<file path="config.mk">
export PLATFORM = sky130hd
export DESIGN_NAME = sd_clk_timer
export DESIGN_NICKNAME = d
export VERILOG_FILES = /design/src/rtl/sd_clk_timer.sv
export SDC_FILE = /design/constraint.sdc
export NUM_CORES = 1
export LEC_CHECK = 0
export ABC_AREA = 1
export BUFFER_PORTS_ARGS = -buffer_cell sky130_fd_sc_hd__buf_2
export CAP_MARGIN = 30
export CELL_PAD_IN_SITES_DETAIL_PLACEMENT = 0
export CELL_PAD_IN_SITES_GLOBAL_PLACEMENT = 1
export CORE_UTILIZATION = 37
export CTS_CLUSTER_SIZE = 12
export DETAILED_ROUTE_END_ITERATION = 12
export PLACE_DENSITY_LB_ADDON = 0.1
export SETUP_SLACK_MARGIN = 0.5
export SLEW_MARGIN = 40
export SYNTH_ARGS = -nofsm -noshare
export SYNTH_HDL_FRONTEND = slang
export SYNTH_SLANG_ARGS = --single-unit
</file>
<file path="constraint.sdc">
create_clock -name clk -period 3.1 [get_ports clk]
set_input_delay 0.93 -clock clk [delete_from_list [all_inputs] [get_ports clk]]
set_output_delay 0.93 -clock clk [all_outputs]
set_load 0.005 [all_outputs]
</file>
<file path="src/rtl/sd_clk_timer.sv">
module sd_clk_timer #(
  parameter int STABLE_CYC = 8,
  parameter int TMO_BASE   = 13
) (
  input  logic       clk,
  input  logic       rst_n,
  input  logic       srst_all,
  input  logic       srst_dat,
  input  logic       int_clk_en,
  input  logic       sd_clk_en,
  input  logic [7:0] div_code,
  input  logic       card_in,
  input  logic       bus_pwr_req,
  input  logic       tmo_tick,
  input  logic [3:0] tmo_exp,
  input  logic       xfer_active,
  input  logic       dat_strobe,
  output logic       sd_clk,
  output logic       clk_stable,
  output logic       bus_power,
  output logic       tmo_err
);
  localparam int SW = $clog2(STABLE_CYC + 1);
  localparam int CW = TMO_BASE + 15;

  logic [SW-1:0] stab_cnt;
  logic          stab_q, kill_q, card_q, run, run_n, div1_n, div_q;
  logic [3:0]    cur_l, new_l, neff;
  logic [6:0]    dcnt, hm1;
  logic [7:0]    half;
  logic [CW-1:0] tcnt, tlim;
  logic          tclr;

  assign clk_stable = stab_q & int_clk_en;
  assign bus_power  = bus_pwr_req & ~kill_q;
  assign run        = clk_stable & sd_clk_en & ~kill_q;

  always_ff @(posedge clk or negedge rst_n)
    if (!rst_n) begin
      stab_cnt <= '0;
      stab_q   <= 1'b0;
    end else if (srst_all || !int_clk_en) begin
      stab_cnt <= '0;
      stab_q   <= 1'b0;
    end else if (!stab_q) begin
      stab_cnt <= stab_cnt + 1'b1;
      if (stab_cnt == SW'(STABLE_CYC - 1)) stab_q <= 1'b1;
    end

  always_ff @(posedge clk or negedge rst_n)
    if (!rst_n) begin
      card_q <= 1'b0;
      kill_q <= 1'b0;
    end else begin
      card_q <= card_in;
      if (srst_all) kill_q <= 1'b0;
      else if (card_q && !card_in && bus_power) kill_q <= 1'b1;
    end

  always_comb begin
    new_l = 4'd0;
    for (int i = 0; i < 8; i++)
      if (div_code[i]) new_l = 4'(i + 1);
  end

  assign half = 8'd1 << (cur_l - 4'd1);
  assign hm1  = 7'(half - 8'd1);

  always_ff @(posedge clk or negedge rst_n)
    if (!rst_n) begin
      cur_l <= 4'd0;
      dcnt  <= '0;
      div_q <= 1'b0;
    end else if (srst_all) begin
      cur_l <= 4'd0;
      dcnt  <= '0;
      div_q <= 1'b0;
    end else if ((!run || !div_q) && new_l != cur_l) begin
      cur_l <= new_l;
      dcnt  <= '0;
      div_q <= 1'b0;
    end else if (!run || cur_l == 4'd0) begin
      dcnt  <= '0;
      div_q <= 1'b0;
    end else if (dcnt == hm1) begin
      dcnt  <= '0;
      div_q <= ~div_q;
    end else begin
      dcnt <= dcnt + 1'b1;
    end

  always_ff @(negedge clk or negedge rst_n)
    if (!rst_n) begin
      run_n  <= 1'b0;
      div1_n <= 1'b1;
    end else begin
      run_n  <= run;
      div1_n <= (cur_l == 4'd0);
    end

  assign sd_clk = div1_n ? (clk & run_n) : div_q;

  assign neff = (tmo_exp == 4'hF) ? 4'hE : tmo_exp;
  assign tlim = (CW'(1) << (TMO_BASE + 32'(neff))) - CW'(1);
  assign tclr = srst_all | srst_dat | dat_strobe | ~xfer_active;

  always_ff @(posedge clk or negedge rst_n)
    if (!rst_n) begin
      tcnt    <= '0;
      tmo_err <= 1'b0;
    end else begin
      tmo_err <= 1'b0;
      if (tclr) tcnt <= '0;
      else if (tmo_tick) begin
        if (tcnt == tlim) begin
          tcnt    <= '0;
          tmo_err <= 1'b1;
        end else begin
          tcnt <= tcnt + 1'b1;
        end
      end
    end
endmodule

</file>
==> out/metrics.csv <==
metric;value;unit
status;finished, violations left;
failing checks;negative setup slack;
first-pass GRT wire length;19300;µm
number of global-route vias before repair;3828;
Syn Inst Count;667;
worst hold slack;0.523;ns
Reg2Reg Depth;12;
row cnt;38;
Cell variety after synth;36;
Reg clk slew, reported paths;0.07;ns
GRT Total Usage;0.217;
EDFF count, synth;0;
switching fraction of total power;0.272;
Synth Area per Inst;6.26;µm²
DIE WIDTH;108;µm
Nets;717;
hold crit path type;reg2reg;
VDD IR-drop max;0.333;mV
area share of xor/xnor cells in the synthesized design;0.0876;
Mapped Area;0.00417;mm²
Residual DRC;0;
crit-path max FO;2;
Max-Cap Viols;0;
Synth Area in Adders;0.0180;
share of cells above drive strength 1;0.0958;
vias;4098;
max-slew violations;0;
Post-DRT Antenna Nets;0;
worst slack at placement;-0.130;ns
Startpoint Class;flip-flop;
Setup CP Type;reg2out;
largest cells by area after synthesis;dfrtp_1, nand2_1, inv_1, nand3_1, nor2_1;
total congestion overflow;0;
Core Region;0.0109;mm²
Power Dens Cells;352;mW/mm²
share of the synthesized area in the top cell type;0.288;
multiplexer area fraction after synthesis;0;
Post-synth top cells;nand2_1, inv_1, nor2_1;
Finish-stage setup viols;4;
I/O pins;27;
Psw;0.449;mW
Final WS setup;-0.650;ns
Initial Util;0.382;
clock latency on the worst-skew pair;0.51;ns
Slew HR;0.579;
critical path arrival;2.82;ns
area delta synth->final;12.4;%
Compound-Gate Fraction of Synth Area;0.0426;
clock share of power;0.473;
hold depth;1;
DR pass1 iterations;6;
ys async rst share;1.00;
Yosys warnings;0;
leak pwr;2.39;nW
I/O Buffers;26;
initial DRC count;282;
largest net degree at the start of global routing;49;
count leader, synth;nand2_1;
Hold Fails Final Rpt;0;
largest area contributor in the netlist;dfrtp_1;
die area;0.0117;mm²
Routed WL;11600;µm
Post-CTS Repair Setup Buffers;0;
#FFs+latches synth;50;
Avg Vias per Cell;4.94;
register area share after synthesis;0.300;
share of power burned in registers;0.405;
Synth Area in Simple Gates;0.443;
CTS Hold Bufs;0;
worst slew pin tran;0.632;ns
top_reg_cell synth;dfrtp_1;
Comb pwr share;0.122;
hpwl dp;8980;µm
ant diodes;0;
Final Skew;0.0915;ns
initial antenna violation count;0;
Die H;108;µm
Int Pwr;1.20;mW
Crit. End Element;primary output;
largest family of logic cells by synthesized area;simple AND/OR/NAND/NOR gates;
WL/cell;14.0;µm
unrepaired setup endpoints after global routing;true;
gpl congestion;0.913;
CTS tree;yes;
Critical Path RT;2.17;ns
metal layers:
layer,global-route usage,vias to the layer above,part of all wire,routed length [µm]
li1,-,2137,-,-
met1,0.310,1878,0.52,6020
met2,0.323,75,0.43,4960
met3,0.0422,8,0.042,483
met4,0.0734,0,0.0093,108
met5,0,-,0,0
stage by stage:
stage	util	cells	total power, mW	area, µm²	setup TNS, ns
floorplan	-	668	0.820	4210	-0.0276
global placement	0.408	818	0.883	4460	-0.123
detailed placement	0.408	818	0.886	4460	-0.130
CTS	0.429	829	1.68	4690	-0.674
global route	0.429	829	1.74	4690	-0.715
finish	0.429	829	1.65	4690	-0.650
cell usage in the layout, fill, tap and decap left out, types with 8 or more instances in the layout:
| cell type | netlist | routed |
|---|---|---|
| dfrtp_1 | 48 | 48 |
| xor2_1 | 31 | 31 |
| xnor2_1 | 8 | 8 |
| nand2_1 | 216 | 214 |
| nor2_1 | 79 | 75 |
| inv_1 | 91 | 91 |
| nand3_1 | 67 | 66 |
| clkbuf_16 | 0 | 8 |
| a21oi_1 | 14 | 14 |
| buf_2 | 6 | 26 |
| o21ai_0 | 11 | 10 |
| nor3_1 | 16 | 16 |
| nor2_2 | 5 | 8 |
| nand4_1 | 20 | 20 |
registers in the layout, indices dropped and copies added (netlist names):
name and flops:
card_q 1, kill_q 1, stab_q 1, tcnt 28, run_n 1, div_q 1
stab_cnt 4, div1_n 1, tmo_err 1, cur_l 4, dcnt 7
critical path: stages (launching register included):
cell     delay [ns]
dfstp_2        0.53
nand3_2        0.05
o21ai_1        0.06
buf_2          0.12
area by class of cell:
cell class / instances / area, µm²
Multi-Input combinational cell: 504 / 2520
Fill cell: 1160 / 6240
Inverter: 92 / 345
Clock buffer: 9 / 205
Timing Repair Buffer: 30 / 163
Clock inverter: 4 / 30.0
Tap cell: 140 / 175
Sequential cell: 50 / 1250
path summary, 6_finish.rpt:
path                       slack (ns)  endpoint     start
min reg2reg                      0.52   dcnt[0]   dcnt[0]
max in group asynchronous        1.12    div1_n     rst_n
min                              0.52   dcnt[0]   dcnt[0]
max reg2reg                      0.39     div_q  cur_l[0]
max                             -0.65    sd_clk    div1_n
min in group asynchronous        0.69   dcnt[3]     rst_n
cells by family (layout without fill, tap and decap cells):
family                     count (synthesis)  count (layout)
DFF                                       50              50
AOI/OAI and AO/OA                         33              33
adders and majority gates                  6               6
and+or+nand+nor                          423             423
xor gates and xnor gates                  40              40
other                                      1               2
buffers and inverters                    114             135
what timing repair did:
item	CTS	global route
setup endpoints to repair	12	13
pin swaps	1	0
resized for setup	2	1
cloned	0	0
power groups by stage:
stage / Clock (mW) / Sequential [mW] / Combinational [mW]
6_report: 0.782 / 0.669 / 0.202
5_1_grt: 0.833 / 0.671 / 0.233
4_1_cts: 0.805 / 0.669 / 0.201
3_5_place_dp: 0.00417 / 0.682 / 0.200
3_3_place_gp: 0.00417 / 0.681 / 0.198
2_1_floorplan: 0.00417 / 0.678 / 0.137
Note: power is estimated with default switching activity, not from simulation.
